`src/rtl/lpm_pkg.sv`:
```
package lpm_pkg;

  typedef enum logic [2:0] {
    ST_RUN  = 3'd0,
    ST_STOP = 3'd1,
    ST_SBR  = 3'd2,
    ST_SBY  = 3'd3,
    ST_SHD  = 3'd4,
    ST_WRST = 3'd5,
    ST_WPOR = 3'd6
  } lpm_state_e;

  localparam logic [1:0] REQ_STOP = 2'd0;
  localparam logic [1:0] REQ_STBY = 2'd1;
  localparam logic [1:0] REQ_SHDN = 2'd2;

  typedef struct packed {
    logic mr;
    logic lp;
    logic core;
    logic sram1;
    logic sram2;
    logic stby;
    logic bkup;
    logic rcore;
    logic rsram1;
    logic rsram2;
    logic srst;
    logic por;
  } dom_ctl_t;

endpackage

```
`src/rtl/lpm_rst_timer.sv`:
```
module lpm_rst_timer #(
  parameter int CW = 4
) (
  input  logic          clk,
  input  logic          rst,
  input  logic          load,
  input  logic [CW-1:0] load_val,
  output logic          zero
);
  logic [CW-1:0] cnt_q;

  always_ff @(posedge clk) begin
    if (rst)            cnt_q <= '0;
    else if (load)      cnt_q <= load_val;
    else if (cnt_q != '0) cnt_q <= cnt_q - 1'b1;
  end

  assign zero = (cnt_q == '0);
endmodule

```
`src/rtl/lpm_fsm.sv`:
```
module lpm_fsm
  import lpm_pkg::*;
#(
  parameter int RST_CYCLES = 4,
  parameter int POR_CYCLES = 8,
  parameter int CW         = 4
) (
  input  logic          clk,
  input  logic          rst,
  input  logic          req_valid,
  input  logic [1:0]    req_mode,
  input  logic          keep_sram2,
  input  logic          wake,
  input  logic          tmr_zero,
  output lpm_state_e    state_q,
  output lpm_state_e    state_d,
  output logic          tmr_load,
  output logic [CW-1:0] tmr_val
);
  localparam logic [CW-1:0] RST_LOAD = CW'(RST_CYCLES - 1);
  localparam logic [CW-1:0] POR_LOAD = CW'(POR_CYCLES - 1);

  lpm_state_e nxt;

  always_comb begin
    nxt      = state_q;
    tmr_load = 1'b0;
    tmr_val  = RST_LOAD;
    case (state_q)
      ST_RUN: begin
        if (req_valid) begin
          case (req_mode)
            REQ_STOP: nxt = ST_STOP;
            REQ_STBY: nxt = keep_sram2 ? ST_SBR : ST_SBY;
            REQ_SHDN: nxt = ST_SHD;
            default:  nxt = ST_RUN;
          endcase
        end
      end
      ST_STOP: if (wake) nxt = ST_RUN;
      ST_SBR, ST_SBY: begin
        if (wake) begin
          nxt      = ST_WRST;
          tmr_load = 1'b1;
          tmr_val  = RST_LOAD;
        end
      end
      ST_SHD: begin
        if (wake) begin
          nxt      = ST_WPOR;
          tmr_load = 1'b1;
          tmr_val  = POR_LOAD;
        end
      end
      ST_WRST, ST_WPOR: if (tmr_zero) nxt = ST_RUN;
      default: nxt = ST_RUN;
    endcase
  end

  assign state_d = rst ? ST_RUN : nxt;

  always_ff @(posedge clk) begin
    state_q <= state_d;
  end
endmodule

```
`src/rtl/lpm_domain_map.sv`:
```
module lpm_domain_map
  import lpm_pkg::*;
(
  input  lpm_state_e st,
  output dom_ctl_t   dom
);
  always_comb begin
    dom       = '0;
    dom.bkup  = 1'b1;
    case (st)
      ST_STOP: begin
        dom.lp = 1'b1;
        {dom.core, dom.sram1, dom.sram2, dom.stby} = 4'b1111;
        {dom.rcore, dom.rsram1, dom.rsram2}        = 3'b111;
      end
      ST_SBR: begin
        dom.lp     = 1'b1;
        dom.sram2  = 1'b1;
        dom.stby   = 1'b1;
        dom.rsram2 = 1'b1;
      end
      ST_SBY: dom.stby = 1'b1;
      ST_SHD: ;
      default: begin
        dom.mr = 1'b1;
        {dom.core, dom.sram1, dom.sram2, dom.stby} = 4'b1111;
        dom.srst = (st == ST_WRST) || (st == ST_WPOR);
        dom.por  = (st == ST_WPOR);
      end
    endcase
  end
endmodule

```
`src/rtl/lpm_regctl.sv`:
```
module lpm_regctl
  import lpm_pkg::*;
#(
  parameter int RST_CYCLES = 4,
  parameter int POR_CYCLES = 8
) (
  input  logic       clk,
  input  logic       rst,
  input  logic       req_valid,
  input  logic [1:0] req_mode,
  input  logic       keep_sram2,
  input  logic       wake,
  output logic       main_reg_en,
  output logic       lp_reg_en,
  output logic       pwr_core,
  output logic       pwr_sram1,
  output logic       pwr_sram2,
  output logic       pwr_stby,
  output logic       pwr_bkup,
  output logic       ret_core,
  output logic       ret_sram1,
  output logic       ret_sram2,
  output logic       sys_rst,
  output logic       por_rst,
  output logic [2:0] mode_status
);
  localparam int MAXC = (RST_CYCLES > POR_CYCLES) ? RST_CYCLES : POR_CYCLES;
  localparam int CW   = $clog2(MAXC + 1);

  lpm_state_e    state_q, state_d;
  logic          tmr_load, tmr_zero;
  logic [CW-1:0] tmr_val;
  dom_ctl_t      dom_d, dom_q;

  lpm_fsm #(.RST_CYCLES(RST_CYCLES), .POR_CYCLES(POR_CYCLES), .CW(CW)) u_fsm (
    .clk(clk), .rst(rst), .req_valid(req_valid), .req_mode(req_mode),
    .keep_sram2(keep_sram2), .wake(wake), .tmr_zero(tmr_zero),
    .state_q(state_q), .state_d(state_d), .tmr_load(tmr_load), .tmr_val(tmr_val)
  );

  lpm_rst_timer #(.CW(CW)) u_tmr (
    .clk(clk), .rst(rst), .load(tmr_load), .load_val(tmr_val), .zero(tmr_zero)
  );

  lpm_domain_map u_map (.st(state_d), .dom(dom_d));

  always_ff @(posedge clk) begin
    dom_q <= dom_d;
  end

  assign main_reg_en = dom_q.mr;
  assign lp_reg_en   = dom_q.lp;
  assign pwr_core    = dom_q.core;
  assign pwr_sram1   = dom_q.sram1;
  assign pwr_sram2   = dom_q.sram2;
  assign pwr_stby    = dom_q.stby;
  assign pwr_bkup    = dom_q.bkup;
  assign ret_core    = dom_q.rcore;
  assign ret_sram1   = dom_q.rsram1;
  assign ret_sram2   = dom_q.rsram2;
  assign sys_rst     = dom_q.srst;
  assign por_rst     = dom_q.por;
  assign mode_status = state_q;


  reg_excl_chk: assert property (@(posedge clk) disable iff (rst)
    !(main_reg_en && lp_reg_en));

  bkup_on_chk: assert property (@(posedge clk) disable iff (rst) pwr_bkup);

  stop_entry_chk: assert property (@(posedge clk) disable iff (rst)
    (mode_status == 3'd0 && req_valid && req_mode == 2'd0) |=> (mode_status == 3'd1 && lp_reg_en));

  stop_wake_chk: assert property (@(posedge clk) disable iff (rst)
    (mode_status == 3'd1 && wake) |=> (mode_status == 3'd0 && !sys_rst));

  stby_wake_chk: assert property (@(posedge clk) disable iff (rst)
    ((mode_status == 3'd2 || mode_status == 3'd3) && wake) |=> (sys_rst && !por_rst));

  shd_wake_chk: assert property (@(posedge clk) disable iff (rst)
    (mode_status == 3'd4 && wake) |=> (sys_rst && por_rst));

  lp_hold_chk: assert property (@(posedge clk) disable iff (rst)
    (mode_status >= 3'd1 && mode_status <= 3'd4 && !wake) |=> $stable(mode_status));
endmodule

```
`config.mk`:
```
export PLATFORM = sky130hd
export DESIGN_NAME = lpm_regctl
export DESIGN_NICKNAME = d
export VERILOG_FILES = /design/src/rtl/lpm_pkg.sv /design/src/rtl/lpm_rst_timer.sv /design/src/rtl/lpm_fsm.sv /design/src/rtl/lpm_domain_map.sv /design/src/rtl/lpm_regctl.sv
export SDC_FILE = /design/constraint.sdc
export NUM_CORES = 1
export LEC_CHECK = 0
export ABC_AREA = 1
export BUFFER_PORTS_ARGS = -buffer_cell sky130_fd_sc_hd__buf_2
export CAP_MARGIN = 20
export CORE_MARGIN = 3
export CORE_UTILIZATION = 52
export DETAILED_ROUTE_END_ITERATION = 16
export PLACE_DENSITY = 0.87
export RECOVER_POWER = 25
export SKIP_LAST_GASP = 1
export SLEW_MARGIN = 5
export SYNTH_ARGS = -nofsm -noshare
export SYNTH_HDL_FRONTEND = slang
export SYNTH_SLANG_ARGS = --single-unit
```
`constraint.sdc`:
```
create_clock -name clk -period 3.1 [get_ports clk]
set_input_delay 0.155 -clock clk [delete_from_list [all_inputs] [get_ports clk]]
set_output_delay 0.155 -clock clk [all_outputs]
set_load 0.01 [all_outputs]
```
---- After elaboration in Yosys (flattened, before gate mapping) ----
Index checks and enable logic that the tools add are counted.
word-level totals
  flip-flop bits (word level) ............. 17
  output and inout port bits .............. 15
  word-level logic and storage cells ...... 61
  input port bits ......................... 7
operators by class
  eq/ne operators ......................... 14
  multiplexer cells ....................... 21
  reduce and logical (&&, ||, !) cells .... 13
  add/sub/neg operators ................... 1
operators by type and width
  cell                 count
  $mux 3               7
  $eq 3x3->1 const B   6
  $pmux 3 s5           1
  $eq 3x2->1 const B   4
  $mux 4               3
  $pmux 3 s3           1
  $reduce_or 2->1      4
  $mux 1               7
  $eq 3x1->1 const B   2
  $reduce_or 3->1      2
  $logic_not 4->1      1
  $mux 2               2
  $reduce_bool 4->1    1
  $reduce_or 4->1      1
  $sub 4x1->4 const B  1
  $logic_not 3->1      1
  $eq 2x1->1 const B   1
  $eq 2x2->1 const B   1
  $logic_not 2->1      1
  $reduce_bool 2->1    1
  $logic_or 1x1->1     1

---- Longest topological paths before layout ----
Gate-level depths: netlist of the first run.
  depth after elaboration ................. 8
  mapped depth ............................ 12
  depth with buffers taken out ............ 12

---- By module ----
Synthesis of the first run repeated with hierarchy kept, for this count alone.
unflattened totals
  cell total of the unflattened synthesis .. 126
  area, all modules ....................... 883.3 µm²
modules (own cells, without submodules)
  module          times used  cells an instance  seq. area each (µm²)  area each (µm²)
  lpm_fsm         1           48                 60.1                  277.8
  lpm_rst_timer   1           40                 80.1                  247.7
  lpm_regctl      1           12                 240.2                 240.2
  lpm_domain_map  1           26                 0.0                   117.6

---- Worst setup path before layout of the first run ----
OpenSTA, ideal clock, no wires.
  kind .................................... register to register
  from .................................... reg u_tmr.cnt_q[0]
  to ...................................... reg dom_q, in the netlist main_reg_en
  buffers on the path ..................... 0
  data arrival time ....................... 1238 ps
  stages on the path, launching flop included .. 12
  period minus slack after synthesis ...... 1349 ps
  library setup time ...................... 111 ps
  required time ........................... 2989 ps
  setup slack ............................. 1751 ps
  cells stage by stage .................... dfxtp_1 -> inv_1 -> ha_1 -> nand2_1 -> nand2_1 -> nand2_1 -> inv_1 -> nand2_2 -> nor2_1 -> nand2_4 -> nand2_2 -> nor2_2
RTL lines
  item                    RTL line             source
  from (decl)             lpm_rst_timer.sv:10  logic [CW-1:0] cnt_q;
  from (signal assigned)  lpm_rst_timer.sv:14  else if (load) cnt_q <= load_val;
  from (signal assigned)  lpm_rst_timer.sv:15  else if (cnt_q != '0) cnt_q <= cnt_q - 1'b1;
  to (signal assigned)    lpm_regctl.sv:48     dom_q <= dom_d;
  to (decl)               lpm_regctl.sv:33     dom_ctl_t dom_d, dom_q;

---- Worst setup path after layout of the first run ----
  from .................................... reg u_tmr.cnt_q[0]
  to ...................................... reg dom_q, in the netlist pwr_core
on the way
  word-level cells in the longest chain between the ends .. 7
  elaborated cells on any way between the ends .. 9
  those cells by class .................... 3 x eq/ne; 4 x mux; 2 x reduce/logical
ends and longest elaborated chain
  item                                             RTL line              source
  $logic_not 4->1 *                                lpm_rst_timer.sv:18   assign zero = (cnt_q == '0);
  $mux 3 *                                         lpm_fsm.sv:55         ST_WRST, ST_WPOR: if (tmr_zero) nxt = ST_RUN;
  $pmux 3 s5 *                                     lpm_fsm.sv:29         case (state_q)
  $mux 3 *                                         lpm_fsm.sv:60         assign state_d = rst ? ST_RUN : nxt;
  $eq 3x2->1 / $eq 3x3->1 (equally long branches)  lpm_domain_map.sv:10  case (st)
  $reduce_or 3->1 (no source line) *               n/a
  $mux 2 *                                         lpm_domain_map.sv:10
Mark *: on every way between the ends. The rest lies on a longest branch, timed or not.
A chain may end at the register's enable or synchronous reset.

==> flow_summary_export.csv, run 1 <==
group,metric,value,unit
status,status,"finished, final reports clean",
layout,area_growth,14.1,%
synth,synth_cells,106,
synth,synth_cell_types,22,
timing,rsz0062_at_grt,"no",
clock_network,cts_buffers,3,
setup_path,startpoint_type,"register",
layout,final_layout_size_suffix_gt1_share,27.8,%
placement,place_hpwl,1150,µm
route,drc,0,
placement,gp_congestion,0.801,
timing,fin_setup_tns,0,ns
placement,dpl.cell_count,137,
route,finalWirelength,1420,µm
synth,syn_nets,114,
power,power,607,µW
timing,final_max_slew_viol_count,0,
synth,synth_top_area_share,39.5,%
route,routedWlPerCell,10.1,µm
floorplanning,coreArea,1330,µm²
layout,instances_no_fill,141,
synth,syn_area_per_cell,7.18,µm²
floorplanning,start_util,57.0,%
power,p_leak,0.000469,µW
synth,synthTopCellsByCount,"nand2_1 (25), dfxtp_1 (15), inv_1 (13)",
placement,numPortBuffers,20,
setup_path,cp_max_fo,5,
route,firstDrtPassIters,4,
power,cellPowerDensity,699,nW/µm²
route,num_vias,673,
synth,ys_seq_area_share,39.5,%
synth,synth_top_cell_by_area,"dfxtp_1",
route,detail-route-antenna-nets,0,
timing,finalHoldViolCount,0,
floorplanning,placementRows,13,
global_routing,grt_overflow,0,
route,via_per_inst,4.77,
floorplanning,io_pins,22,
clock_network,cts_buffer_depth,2,
clock_network,cts_hold_buf,0,
layout,multiInputGateArea,363,µm²
global_routing,grt_max_degree,10,
synth,synth_area,761,µm²
floorplanning,die_y,44.3,µm
layout,final-seq-area,300,µm²
timing,fin_skew,0.00924,ns
synth,synth_edf_count,0,
setup_path,cp-end-kind,"register",
route,dr.first_iter.drc_count,12,
synth,synthMostInstantiatedCell,"nand2_1",
global_routing,grt_pass1_wl,2350,µm
timing,whs,0.0861,ns
clock_network,cts_tree,"yes",
worst_hold_path,hold_path_class,"in -> reg",
timing,setup_viol,0,
global_routing,grt_pass1_vias,594,
clock_network,clkTransAtPathRegs,0.09,ns
layout,fin_nets,135,
synth,synth.ff_latch_count,15,
synth,ys.warnings.count,0,
clock_network,clkLatencyLatePin,0.29,ns
clock_network,cts_resized,0,
floorplanning,die_w,44.3,µm
clock_network,htreeDepth,1,
setup_path,crit_arrival,1.67,ns
global_routing,antenna_found_initial,0,
timing,fin_crit,1.48,ns
clock_network,postCtsSetupBuffers,0,
layout,diodes,0,
timing,post-route-period-util,47.8,%
timing,fmax,674,MHz
power,max-vdd-ir-drop,0.000384,V
floorplanning,die_area,1960,µm²
setup_path,worstPathRequired,3.29,ns
clock_network,clock-sinks,15,
synth,synthArstFlopShare,0,%
layout,nFillCells,116,
job,maxCapViolations,0,
synth,synth-main-ff-cell,"dfxtp_1",
synth,synth_area_leaders,"dfxtp_1 (39%), nand2_1 (12%), inv_1 (6.4%), nor2_1 (4.9%), nand2_2 (4.1%)",
clock_network,clock-root-buffer,"clkbuf_4",
setup_path,criticalPathCategory,"reg -> reg",
global_routing,grt.total_usage,16.8,%
## kinds of logic after synthesis
family,count (synthesis),synth area share (%)
buffers and inverters,22,12.8
AND/OR/NAND/NOR,59,39.5
other,1,0.493
adder cells (fa/ha/maj),1,1.64
flip-flops,15,39.5
XOR/XNOR,1,1.15
AO/OA/AOI/OAI,7,4.93
## metrics by stage
stage / util [%] / setup WS (ns) / area (µm²)
4_1_cts: 65.8 / 1.62 / 877
5_1_grt: 65.1 / 1.44 / 868
2_1_floorplan: - / 1.75 / 761
6_report: 65.1 / 1.62 / 868
3_5_place_dp: 63.7 / 1.63 / 850
3_3_place_gp: 63.7 / 1.69 / 850
## layout make-up
cell class | count | share of cell area [%]
inverter | 18 | 7.78
multi-input combinational | 69 | 41.8
clock buffer | 3 | 2.59
tap | 15 | 2.16
sequential | 15 | 34.6
timing repair buffer | 20 | 10.5
clock inverter | 1 | 0.576
## worst max-delay path, stage by stage, from the launching register on
cell	delay, ns
dfxtp_1	0.32
inv_1	0.08
ha_1	0.18
nand2_1	0.12
nand2_1	0.08
nand2_1	0.05
inv_1	0.05
nand2_2	0.07
nor2_1	0.22
nand2_4	0.07
nand2_2	0.09
nor2_1	0.05
## registers in the layout, summed over array words and instances (netlist names)
| signal | cells |
|---|---|
| u_fsm.state_q | 3 |
| ret_sram2 | 1 |
| u_tmr.cnt_q | 4 |
| pwr_sram2 | 1 |
| ret_core | 1 |
| main_reg_en | 1 |
| pwr_stby | 1 |
| por_rst | 1 |
| sys_rst | 1 |
| pwr_core | 1 |
## worst paths after layout
kind / startpoint / to / slack (ns) / cells after the start
setup / recovery: u_tmr.cnt_q[0] / pwr_core / 1.62 / 11
hold / removal: rst / u_fsm.state_q[1] / 0.09 / 2
setup reg to reg: u_tmr.cnt_q[0] / pwr_core / 1.62 / 11
hold reg to reg: u_tmr.cnt_q[3] / u_tmr.cnt_q[3] / 0.48 / 1
## where the power goes
part | switching [µW] | leakage, µW | internal, µW
clock | 63.9 | 0.0000177 | 48.1
combinational | 146 | 0.000328 | 87.2
sequential | 27.6 | 0.000123 | 234
## cell usage in the layout (no fill, tap or decap), drive strengths merged
master / instances
nand3: 8
a21oi: 2
clkinv: 1
clkbuf: 10
nor4: 1
nand4: 3
xnor2: 1
conb: 1
ha: 1
nor2: 14
buf: 13
nand2: 31
or2: 1
dfxtp: 15
inv: 18
a211oi: 1
o21ai: 4
nor3: 1
## metal layers
metal / GRT usage, % / part of all wire [%]
met1: 17.8 / 42
met2: 27.9 / 48
met3: 7.32 / 7.4
met4: 9.04 / 2.5
met5: 0 / 0
No activity file was read; power rests on OpenSTA's default activity.
==> inputs of run 2 (changes only) <==
Settings changed: CORE_UTILIZATION 52 to 49, PLACE_DENSITY 0.87 to 0.83.
Clock period 3.1 ns to 1.5 ns, I/O delays scaled along.
==> run 2 against run 1 <==
Net effect:
- non-clock buffer count unchanged
- setup slack got worse by 1.6 ns
- register-to-register slack got worse by 1.6 ns
- core utilization decreased by 0.67 points
- sequential power increased by 110%
- first-iteration DRC count increased by 17%
- via count increased by 3.4%
- hold slack got worse by 0.074 ns
- critical path type unchanged
- largest cell class unchanged
- highest routed layer unchanged
==> flow_summary_export.csv, run 2 (same netlist as run 1, synthesis figures left out) <==
group,metric,value,unit
global_routing,grt_pass1_vias,626,
floorplanning,start_util,55.0,%
clock_network,clkLatencyLatePin,0.28,ns
clock_network,cts_buffer_depth,2,
power,max-vdd-ir-drop,0.000924,V
power,comb_power_share,40.7,%
layout,regMostFlops,"u_tmr.cnt_q",
power,clockPowerShare,17.5,%
timing,fin_skew,0.00863,ns
worst_hold_path,hold_path_class,"in -> reg",
clock_network,cts_buffers,3,
layout,diodes,0,
clock_network,cts_tree,"yes",
placement,place_hpwl,1200,µm
clock_network,clock-sinks,15,
timing,fmax,693,MHz
route,drc,0,
layout,final_common_cell,"nand2_1",
route,firstDrtPassIters,4,
setup_path,reg2reg_to,"main_reg_en",
route,via_per_inst,4.94,
clock_network,cts_hold_buf,0,
setup_path,cp_cell_sequence,"inv_1 > ha_2 > nand2_2 > nand3_1 > nand3_2 > inv_1 > nand4_1 > nand2_1 > nor2_2",
power,p_int,790,µW
global_routing,grt_overflow,0,
placement,numPortBuffers,20,
floorplanning,coreArea,1380,µm²
layout,fin_nets,135,
power,p_leak,0.000473,µW
setup_path,cp-end-kind,"register",
clock_network,htreeDepth,1,
power,power_frac_seq,41.8,%
global_routing,grt.total_usage,17.1,%
clock_network,clkTransAtPathRegs,0.09,ns
clock_network,clock-root-buffer,"clkbuf_4",
layout,final_layout_size_suffix_gt1_share,33.3,%
worst_hold_path,hold_start,"rst",
route,dr.first_iter.drc_count,14,
setup_path,rrSetupSlack,0.06,ns
timing,finalHoldViolCount,0,
setup_path,crit_arrival,1.64,ns
layout,largest_register_ffs,4,
placement,gp_congestion,0.779,
power,swShare,39.7,%
route,routedWlPerCell,12.0,µm
global_routing,grt_pass1_wl,2550,µm
power,cellPowerDensity,1470,nW/µm²
timing,worst_slack,0.0575,ns
floorplanning,placementRows,13,
floorplanning,io_pins,22,
layout,area_growth,17.1,%
setup_path,slowest_stage,"dfxtp_2",
setup_path,criticalPathCategory,"reg -> reg",
global_routing,antenna_found_initial,0,
setup_path,cpMostUsedCell,"inv_1",
placement,dp_slack,-0.0167,ns
job,maxCapViolations,0,
setup_path,timing.rr.start,"u_tmr.cnt_q[0]",
timing,final_max_slew_viol_count,0,
worst_hold_path,min_to,"u_fsm.state_q[1]",
timing,fin_crit,1.44,ns
power,power,1310,µW
setup_path,cp_max_fo,5,
route,finalWirelength,1690,µm
setup_path,reg2reg_depth,9,
power,switchingPower,520,µW
worst_hold_path,holdPathStages,2,
setup_path,slowest_delay,0.33,ns
setup_path,startpoint_type,"register",
route,detail-route-antenna-nets,0,
floorplanning,die_w,45.4,µm
status,status,"finished, final reports clean",
floorplanning,die_area,2060,µm²
route,num_vias,696,
layout,top_regs,"u_tmr.cnt_q x4, u_fsm.state_q x3",
setup_path,worstPathRequired,1.69,ns
global_routing,grt_max_degree,9,
timing,post-route-period-util,96.2,%
timing,setup_viol,0,
layout,layout_common_cells,"nand2_1 (24), buf_2 (14), inv_1 (13)",
floorplanning,die_y,45.4,µm
[run 2: layout make-up]
cell class              count  area, µm²
flip-flops and latches     15        305
clock buffers               4       26.3
well taps                  15       18.8
multi-input cells          69        380
inverters                  18       67.6
repair buffers             20       92.6
fillers                   133        492
[run 2: power groups by stage]
stage,Combinational (µW),Sequential [µW],Clock [µW]
6_report,533,548,230
2_1_floorplan,359,562,0
3_5_place_dp,496,547,0
3_3_place_gp,474,542,0
4_1_cts,509,539,237
5_1_grt,604,557,250
[run 2: stage by stage]
| step | utilization (%) | hold slack (ns) | cells | area, µm² | setup TNS (ns) |
|---|---|---|---|---|---|
| 2_1_floorplan | - | 0.150 | 106 | 761 | 0 |
| 3_3_place_gp | 61.4 | 0.308 | 137 | 850 | 0 |
| 3_5_place_dp | 61.4 | 0.309 | 137 | 850 | -0.0314 |
| 4_1_cts | 63.5 | 0.00189 | 141 | 878 | 0 |
| 5_1_grt | 64.4 | 0.0179 | 141 | 891 | -0.0943 |
| 6_report | 64.4 | 0.0117 | 141 | 891 | 0 |
[run 2: worst max path at each step]
stage                  end           start  slack, ns
2_1_floorplan  main_reg_en  u_tmr.cnt_q[0]       0.15
3_3_place_gp   main_reg_en  u_tmr.cnt_q[0]       0.09
3_5_place_dp      pwr_core  u_tmr.cnt_q[0]      -0.02
4_1_cts           pwr_core  u_tmr.cnt_q[0]      0.006
5_1_grt          pwr_sram2  u_tmr.cnt_q[0]      -0.03
6_report       main_reg_en  u_tmr.cnt_q[0]       0.06
[run 2: what timing repair did]
item                                   CTS  global route
resized for setup                        1             8
pin swaps                                0             4
endpoints found under the hold margin    0             0
setup buffers                            0             0
setup endpoints to repair                3             5
[run 2: worst max-delay path, delay by kind of cell (launching register included)]
kind | cells | cell delay [ns]
AND/OR/NAND/NOR | 6 | 0.65
flip-flops | 1 | 0.33
buffers and inverters | 2 | 0.19
adder cells (fa/ha/maj) | 1 | 0.20
[run 2: per-layer routing]
layer,global-route usage (%),share of wire (%)
met2,30.9,56
met1,18.0,38
met4,7.02,1.4
met5,0,0
met3,5.14,4.1
==> inputs of run 3 (changes only) <==
Settings changed: PLACE_DENSITY 0.83 to 0.76.
==> run 3 against run 2 <==
Net effect:
- count of clock-buffer cells in the layout stayed put
- clock skew is 0.0074 ns lower
- global-route usage is 0.72 points lower
- non-clock buffer count stayed put
- die area stayed put
- routed wire length is 10% lower
- critical path depth stayed put
- sequential power is 1% lower
- via count is 2.6% lower
- highest routed layer unchanged
==> flow_summary_export.csv, run 3 (same netlist as run 1, synthesis figures left out) <==
group,metric,value,unit
status,status,"finished, final reports clean",
clock_network,postCtsSetupBuffers,0,
layout,nFillCells,131,
route,wl_met1,641,µm
floorplanning,die_area,2060,µm²
floorplanning,coreArea,1380,µm²
global_routing,grt_overflow,0,
power,max-vdd-ir-drop,0.000798,V
global_routing,grt_pass1_vias,584,
route,drc,0,
clock_network,clock-sinks,15,
layout,final_cell_area,885,µm²
timing,fin_setup_tns,0,ns
floorplanning,die_y,45.4,µm
floorplanning,placementRows,13,
global_routing,grt_pass1_wl,2330,µm
layout,area_growth,16.3,%
route,dr.first_iter.drc_count,21,
route,finalWirelength,1520,µm
floorplanning,die_w,45.4,µm
layout,final_core_util,64.0,%
route,firstDrtPassIters,4,
placement,numPortBuffers,20,
timing,rsz0062_at_grt,"yes",
clock_network,htreeDepth,1,
worst_hold_path,hold_path_class,"in -> reg",
global_routing,antenna_found_initial,0,
power,p_leak,0.000468,µW
clock_network,clkTransAtPathRegs,0.08,ns
placement,dpl-instance-area,850,µm²
clock_network,cts_hold_buf,0,
timing,worst_slack,0.0612,ns
layout,fin_nets,135,
layout,top_regs,"u_tmr.cnt_q x4, u_fsm.state_q x3",
route,routed.top_layer,"met4",
placement,place_hpwl,1200,µm
timing,fin_crit,1.44,ns
timing,fin_skew,0.00119,ns
setup_path,criticalPathCategory,"reg -> reg",
layout,regMostFlops,"u_tmr.cnt_q",
layout,layout_common_cells,"nand2_1 (22), buf_2 (14), inv_1 (13)",
floorplanning,io_pins,22,
route,via_per_inst,4.81,
setup_path,worstPathRequired,1.68,ns
setup_path,crit_arrival,1.62,ns
timing,final_max_slew_viol_count,0,
layout,diodes,0,
placement,gp_congestion,0.826,
job,maxCapViolations,0,
layout,final_layout_size_suffix_gt1_share,34.1,%
timing,fmax,695,MHz
setup_path,cp_max_fo,5,
power,cellPowerDensity,1440,nW/µm²
route,wl_met3,106,µm
layout,instances_no_fill,141,
clock_network,cts_buffer_depth,2,
route,met2_length,750,µm
layout,largest_register_ffs,4,
placement,dpl.cell_count,137,
global_routing,grt_max_degree,9,
clock_network,clkLatencyLatePin,0.28,ns
clock_network,cts_resized,0,
timing,setup_viol,0,
setup_path,cp-end-kind,"register",
setup_path,startpoint_type,"register",
clock_network,clock-root-buffer,"clkbuf_4",
clock_network,cts_tree,"yes",
layout,final_common_cell,"nand2_1",
route,num_vias,678,
route,detail-route-antenna-nets,0,
route,routedWlPerCell,10.8,µm
clock_network,cts_buffers,3,
floorplanning,start_util,55.0,%
placement,dp_slack,0.0155,ns
timing,post-route-period-util,95.9,%
timing,finalHoldViolCount,0,
global_routing,grt.total_usage,16.4,%
==> run 3: cell types whose count changed in the layout (fill, tap and decap cells not counted) <==
cell	previous run	this run
nand2_2	5	8
nand2_1	24	22
dfxtp_1	11	12
dfxtp_2	4	3
nand2_4	2	1
nor2_2	2	3
nor2_4	3	2
==> run 3: layout make-up <==
class	count	area, µm²	share of cell area [%]
multi-input combinational	69	375	42.4
clock buffer	4	26.3	2.97
inverter	18	67.6	7.64
timing repair buffer	20	92.6	10.5
sequential	15	304	34.4
tap	15	18.8	2.12
==> run 3: metrics by stage <==
stage,hold WS [ns],total power (µW)
after floorplan,0.150,921
after global placement,0.307,1020
after detailed placement,0.308,1040
after CTS,0.00807,1260
after global routing,0.0131,1370
final,0.00602,1270
==> run 3: metal layers <==
metal  track usage, %  vias up
li1                 -      365
met1             18.5      286
met2             26.2       23
met3             7.51        4
met4             7.02        0
met5                0        -
==> run 3: where the power goes <==
group / internal (µW) / total [µW] / switching (µW)
Combinational: 193 / 514 / 320
Clock: 103 / 218 / 114
Sequential: 486 / 540 / 54.4
Total: 782 / 1270 / 489
==> run 3: critical path: stages, from the launching register on <==
cell and delay, ns:
dfxtp_1 0.32, inv_1 0.09, ha_2 0.20, nand2_2 0.09, nand3_1 0.12, nand3_2 0.08, inv_1 0.09, nand4_1 0.17
nand2_2 0.14, nor2_2 0.04
==> run 3: path summary, 6_finish.rpt <==
path	cells after the start	end	slack [ns]	start
worst min-delay path	2	u_fsm.state_q[1]	0.006	rst
worst max-delay path	9	main_reg_en	0.06	u_tmr.cnt_q[0]
worst max register to register	9	main_reg_en	0.06	u_tmr.cnt_q[0]
worst min register to register	1	u_tmr.cnt_q[3]	0.47	u_tmr.cnt_q[3]
